$ cat src/rtl/skt_pkg.sv
package skt_pkg;

   // Shift term code: bit 7 = left shift, bits 5:0 = amount
   localparam int SKT_CODE_W = 8;

   typedef enum logic [1:0] {
      SKT_HOLD   = 2'd0,
      SKT_LOAD   = 2'd1,
      SKT_STEP   = 2'd2,
      SKT_RESEED = 2'd3
   } skt_op_e;

   function automatic logic [SKT_CODE_W-1:0] skt_term(input logic left, input int amt);
      logic [SKT_CODE_W-1:0] c;
      c      = '0;
      c[7]   = left;
      c[5:0] = amt[5:0];
      return c;
   endfunction

   function automatic logic [63:0] skt_full(input int w);
      return (64'd1 << w) - 64'd1;
   endfunction

   function automatic logic [63:0] skt_threshold(input int w, input int pct);
      return (skt_full(w) * 64'(pct)) / 64'd100;
   endfunction

endpackage

$ cat src/rtl/skt_shift_sum.sv
module skt_shift_sum
   import skt_pkg::*;
#(
   parameter int                      W        = 48,
   parameter int                      N        = 4,
   parameter logic [N*SKT_CODE_W-1:0] CODES    = '0,
   parameter bit                      ADD_TREE = 1'b1
) (
   input  logic [W-1:0] a,
   output logic [W-1:0] sum
);

   localparam int LVL = $clog2(N);
   localparam int NP  = 1 << LVL;

   if (N < 2) begin : g_bad_n
      $error("skt_shift_sum: N must be at least 2");
   end

   logic [W-1:0] term [N];

   for (genvar i = 0; i < N; i++) begin : g_term
      localparam logic [SKT_CODE_W-1:0] C   = CODES[i*SKT_CODE_W +: SKT_CODE_W];
      localparam int                    AMT = int'(C[5:0]);
      if (AMT >= W) begin : g_bad_amt
         $error("skt_shift_sum: shift amount exceeds width");
      end
      if (C[7]) begin : g_left
         assign term[i] = a << AMT;
      end else begin : g_right
         assign term[i] = a >> AMT;
      end
   end

   if (ADD_TREE) begin : g_tree
      for (genvar l = 0; l <= LVL; l++) begin : g_lvl
         logic [W-1:0] v [NP >> l];
         for (genvar j = 0; j < (NP >> l); j++) begin : g_e
            if (l == 0) begin : g_leaf
               if (j < N) begin : g_used
                  assign v[j] = term[j];
               end else begin : g_pad
                  assign v[j] = '0;
               end
            end else begin : g_add
               assign v[j] = g_lvl[l-1].v[2*j] + g_lvl[l-1].v[2*j+1];
            end
         end
      end
      assign sum = g_lvl[LVL].v[0];
   end else begin : g_chain
      for (genvar i = 0; i < N; i++) begin : g_ch
         logic [W-1:0] acc;
         if (i == 0) begin : g_first
            assign acc = term[0];
         end else begin : g_next
            assign acc = g_ch[i-1].acc + term[i];
         end
      end
      assign sum = g_ch[N-1].acc;
   end

endmodule

$ cat src/rtl/skt_rise_branch.sv
module skt_rise_branch
   import skt_pkg::*;
#(
   parameter int W        = 48,
   parameter bit ADD_TREE = 1'b1
) (
   input  logic [W-1:0] p,
   output logic [W-1:0] q
);

   // x2.46875 = 2 + 1/4 + 1/8 + 1/16 + 1/32
   localparam int                        NT    = 5;
   localparam logic [NT*SKT_CODE_W-1:0] CODES = {
      skt_term(1'b0, 5), skt_term(1'b0, 4), skt_term(1'b0, 3),
      skt_term(1'b0, 2), skt_term(1'b1, 1)
   };

   skt_shift_sum #(
      .W(W), .N(NT), .CODES(CODES), .ADD_TREE(ADD_TREE)
   ) u_sum (
      .a   (p),
      .sum (q)
   );

endmodule

$ cat src/rtl/skt_fall_branch.sv
module skt_fall_branch
   import skt_pkg::*;
#(
   parameter int W        = 48,
   parameter bit ADD_TREE = 1'b1
) (
   input  logic [W-1:0] p,
   output logic [W-1:0] q
);

   // x1.8125 = 1 + 1/2 + 1/4 + 1/16, applied to the reflection
   localparam int                        NT    = 4;
   localparam logic [NT*SKT_CODE_W-1:0] CODES = {
      skt_term(1'b0, 4), skt_term(1'b0, 2),
      skt_term(1'b0, 1), skt_term(1'b0, 0)
   };

   logic [W-1:0] refl;

   // all-ones minus p is a plain inversion
   assign refl = ~p;

   skt_shift_sum #(
      .W(W), .N(NT), .CODES(CODES), .ADD_TREE(ADD_TREE)
   ) u_sum (
      .a   (refl),
      .sum (q)
   );

endmodule

$ cat src/rtl/skt_state_updater.sv
module skt_state_updater
   import skt_pkg::*;
#(
   parameter int           W          = 48,
   parameter logic [W-1:0] RESET_SEED = 'h3FFF,
   parameter int           THR_PCT    = 45,
   parameter bit           ADD_TREE   = 1'b1
) (
   input  logic         clk,
   input  logic         rst,
   input  logic         load,
   input  logic [W-1:0] seed,
   input  logic         en,
   output logic [W-1:0] state
);

   localparam logic [63:0]  TH64   = skt_threshold(W, THR_PCT);
   localparam logic [W-1:0] THRESH = TH64[W-1:0];
   localparam logic [W-1:0] FULL   = '1;

   if (W < 8 || W > 56) begin : g_bad_w
      $error("skt_state_updater: W must lie in 8..56");
   end
   if (THR_PCT < 1 || THR_PCT > 99) begin : g_bad_pct
      $error("skt_state_updater: THR_PCT must lie in 1..99");
   end
   if (RESET_SEED == '0) begin : g_bad_seed
      $error("skt_state_updater: RESET_SEED must be nonzero");
   end

   logic [W-1:0] state_q;
   logic [W-1:0] rise_q;
   logic [W-1:0] fall_q;
   logic         is_zero;
   logic         below;
   skt_op_e      op;

   skt_rise_branch #(.W(W), .ADD_TREE(ADD_TREE)) u_rise (
      .p (state_q),
      .q (rise_q)
   );

   skt_fall_branch #(.W(W), .ADD_TREE(ADD_TREE)) u_fall (
      .p (state_q),
      .q (fall_q)
   );

   always_comb begin
      is_zero = (state_q == '0);
      below   = (state_q < THRESH);
      if (load)         op = SKT_LOAD;
      else if (!en)     op = SKT_HOLD;
      else if (is_zero) op = SKT_RESEED;
      else              op = SKT_STEP;
   end

   always_ff @(posedge clk) begin
      if (rst) begin
         state_q <= RESET_SEED;
      end else begin
         unique case (op)
            SKT_LOAD:   state_q <= seed;
            SKT_RESEED: state_q <= RESET_SEED;
            SKT_STEP:   state_q <= below ? rise_q : fall_q;
            default:    state_q <= state_q;
         endcase
      end
   end

   assign state = state_q;

   AST_RESET_SEED: assert property (@(posedge clk)
      rst |=> state == RESET_SEED);

   AST_LOAD_WINS: assert property (@(posedge clk) disable iff (rst)
      load |=> state == $past(seed));

   AST_IDLE_HOLD: assert property (@(posedge clk) disable iff (rst)
      (!load && !en) |=> $stable(state));

   AST_RISE_GROWS: assert property (@(posedge clk) disable iff (rst)
      (en && !load && state != '0 && state < (THRESH >> 1)) |=> state > $past(state));

   AST_FALL_NO_WRAP: assert property (@(posedge clk) disable iff (rst)
      (en && !load && state >= THRESH) |=> state >= ($past(state) ^ FULL));

   AST_ZERO_RESEED: assert property (@(posedge clk) disable iff (rst)
      (en && !load && state == '0) |=> state == RESET_SEED);

endmodule

$ cat config.mk
export PLATFORM = sky130hd
export DESIGN_NAME = skt_state_updater
export DESIGN_NICKNAME = d
export VERILOG_FILES = /design/src/rtl/skt_pkg.sv /design/src/rtl/skt_shift_sum.sv /design/src/rtl/skt_rise_branch.sv /design/src/rtl/skt_fall_branch.sv /design/src/rtl/skt_state_updater.sv
export SDC_FILE = /design/constraint.sdc
export NUM_CORES = 1
export LEC_CHECK = 0
export BUFFER_PORTS_ARGS = -buffer_cell sky130_fd_sc_hd__buf_4
export CORE_MARGIN = 4
export CORE_UTILIZATION = 52
export CTS_CLUSTER_DIAMETER = 30
export DETAILED_ROUTE_END_ITERATION = 7
export GPL_ROUTABILITY_DRIVEN = 0
export PLACE_DENSITY = 0.73
export SLEW_MARGIN = 20
export SYNTH_ARGS = -nofsm -noshare
export SYNTH_HDL_FRONTEND = slang
export SYNTH_SLANG_ARGS = --single-unit
$ cat constraint.sdc
create_clock -name clk -period 5.9 [get_ports clk]
set_input_delay 1.18 -clock clk [delete_from_list [all_inputs] [get_ports clk]]
set_output_delay 1.18 -clock clk [all_outputs]
set_load 0.03 [all_outputs]
==> impl_results.md <==
- R2r endpoint: state[39]$_SDFFE_PP0P_
- Async set-or-reset flop fraction in the synthesized netlist: 0%
- Final instance area: 0.0167 sq mm
- Crit-path slowest cell: a311o_2
- Die X: 177 microns
- Final min period: 5770 ps
- Synthesis Warnings: 0
- CP Capture Type: flop
- Final nets: 2,320
- Min-delay worst type: reg -> reg
- Max_cap viols: 0
- DRC: 0
- P&R area growth vs syn: 13.0%
- Routed WL: 49,400 microns
- First-pass GRT wire length: 77,600 microns
- DPL Wire Length: 39,200 microns
- Root Buffer: clkbuf_16
- Post-synthesis average cell area: 8.38 sq um
- Cell mode on critical path: a21oi_1
- Fraction of layout cells with a size suffix above 1: 13.0%
- Clk buf depth: 2
- WP data required: 6100 ps
- Final worst slack: 132 ps
- Most frequent cells in the layout: ha_1 (196), inv_1 (189), fa_1 (181)
- Total global routing overflow: 0
- Hold path depth: 2
- Worst slew pin tran: 1030 ps
- Syn nets: 2,202
- Max stage delay on crit path: 410 ps
- Pin count of the biggest net entering global routing: 40
- Post-synth top area share: 24.5%
- Initial antenna violation count: 0
- FMAX: 173 MHz
- Hold wc startpoint: state[4]$_SDFFE_PP1P_
- Std-Cell Core Area: 0.0279 sq mm
- DR vias/cell: 6.40
- Clk_lat worst skew: 320 ps
- Ys flop type: dfxtp_1
- Cells taking the most area after synthesis: fa_1 (24%), ha_1 (17%), dfxtp_1 (6.5%)
- Synth Cell Area: 0.0148 sq mm
- Cells after Synth: 1,768
- Initial Util: 53.0%
- Commonest non-fill, non-tap cell in the layout: ha_1
- Status: completed
- Port buffer count: 99
- Crit start category: flop
- DRT Pass-1 Iters: 5
- WHS: 626 ps
- Cell accounting for the most synthesized area: fa_1
- Final setup fails: 0
- Register-to-Register Path Depth: 24
- Max-slew headroom: 31.3%
- Crit Path Category: reg -> reg
- Routed len/inst: 21.8 microns
- Antenna diode count: 0
- Maximum fanout along the worst path: 6
- Cts hold-fix bufs: 0
- Cts bufs inserted: 5
- Clock Sinks: 48
- DIE HEIGHT: 177 microns
- Fill count: 2,523
- Die area: 0.0312 sq mm
- Vias: 14,500
- Worst r2r src: state[7]$_SDFFE_PP1P_
- Final worst path period share: 97.8%
- Vias in the first global route: 14,500
- Final Hold Fails: 0
- Hold EP: state[4]$_SDFFE_PP1P_
- DRT antenna net count: 0
- Overall Global Routing Usage: 31.1%
- EDFF count, synth: 0
- H-tree level count: 2
- Max reg flops: 48
- Seq/Total Area, Yosys: 6.49%
- Clock-pin slew on the worst setup and hold paths: 80 ps
- Fin. max-slew vios: 0
- Placement Setup Slack: -11.7 ps
- CP arrival: 5970 ps
- CTS tree: built
- Flops & latches, synth: 48
- Post-Route Skew: 14.7 ps
- Library cells used by synthesis: 71
- Placed cell area: 0.0164 sq mm
- Ports: 100
- Crit-path cells: inv_1 > buf_4 > ha_2 > a31o_1 > a221o_1 > a31o_1 > a21o_4 > a221oi_4 > buf_4 > o21bai_1 > a21oi_1 > xnor2_1 > fa_1 > ha_1 > a21oi_1 > o21ai_0 > nand2b_1 > o31ai_1 > a311o_2 > a211o_1 > a21oi_1 > xor2_1 > nor4_1 > a211o_1
- Drt initial violations: 1,488
- # rows: 61
- R2r setup slk: 130 ps
==> kinds of logic after synthesis <==
group                    count (synthesis)  synth area share, %
buffers and inverters                  257                 6.52
AO/OA/AOI/OAI                          553                 25.0
XOR/XNOR                               118                 6.98
AND/OR/NAND/NOR                        404                 13.1
adder cells (fa/ha/maj)                382                 41.4
multiplexers                             6                0.439
flip-flops                              48                 6.49
==> final cells by class <==
class,instances,area [sq um],area share [%]
Clock buffer,5,125,0.748
Multi-Input combinational cell,1463,13100,78.2
Clock inverter,3,17.5,0.105
Tap cell,378,473,2.83
Inverter,190,713,4.26
Sequential cell,48,981,5.86
Timing Repair Buffer,178,1340,7.99
==> stage by stage <==
step                      util, %  TNS [ps]  cells
after floorplan                 -         0   1768
after global placement       58.6         0   2254
after detailed placement     58.6     -11.7   2254
after CTS                    59.2         0   2263
after global routing         59.9     -67.5   2265
final                        59.9         0   2265
==> worst max-delay path: cells and delay by family (launching register included) <==
kind / cells / cell delay, ps
xor+xnor: 2 / 330
fa+ha+maj: 3 / 1070
flops: 1 / 360
compound gates: 14 / 3280
simple gates: 2 / 170
buf+inv: 3 / 450
==> layer usage <==
metal  GRT usage [%]  wire length (microns)  vias to the layer above
met1            42.0                  20100                     7043
met4            12.0                   2040                        0
met2            50.6                  23000                      812
li1                -                      -                     6490
met3            4.81                   4370                      154
met5               0                      0                        -
==> timing repair <==
action / in CTS / in global routing
endpoints found under the setup margin: 3 / 16
buffers inserted: 1 / 2
gates resized for setup: 4 / 33
pin swaps: 2 / 10
==> worst max-delay path by stage <==
stage                           startpoint                endpoint  slack [ps]  cells past startpoint
global route         state[7]$_SDFFE_PP1P_  state[39]$_SDFFE_PP0P_         -30                     24
detailed placement   state[7]$_SDFFE_PP1P_  state[41]$_SDFFE_PP0P_         -10                     24
global placement     state[6]$_SDFFE_PP1P_  state[45]$_SDFFE_PP0P_          80                     24
CTS                  state[7]$_SDFFE_PP1P_  state[39]$_SDFFE_PP0P_          10                     24
floorplan           state[15]$_SDFFE_PP0P_  state[45]$_SDFFE_PP0P_           6                     25
finish               state[7]$_SDFFE_PP1P_  state[39]$_SDFFE_PP0P_         130                     24
==> synthesized netlist by cell type (5+ instances only) <==
master	number
a211oi_1	19
xor2_1	40
o21ai_1	15
o21bai_1	15
o211ai_1	24
nor3_1	29
a21boi_0	10
a31oi_1	17
and3_1	13
a211o_1	15
xnor2_1	78
or3_1	8
dfxtp_1	48
o2111ai_1	5
nand4_1	41
or2_2	5
inv_1	189
o21a_1	21
o31ai_1	10
ha_1	201
a41oi_1	6
fa_1	181
a221oi_1	28
a21o_1	83
o22ai_1	17
o21ai_0	63
nand2_1	124
clkbuf_1	63
a21oi_1	155
nand2b_1	11
nor2_1	87
nand3_1	40
and2_1	9
nor2b_1	19
Power is left out: the tool's default activity adds up to more than one toggle a clock period on the data nets, which glitch-free logic cannot reach.
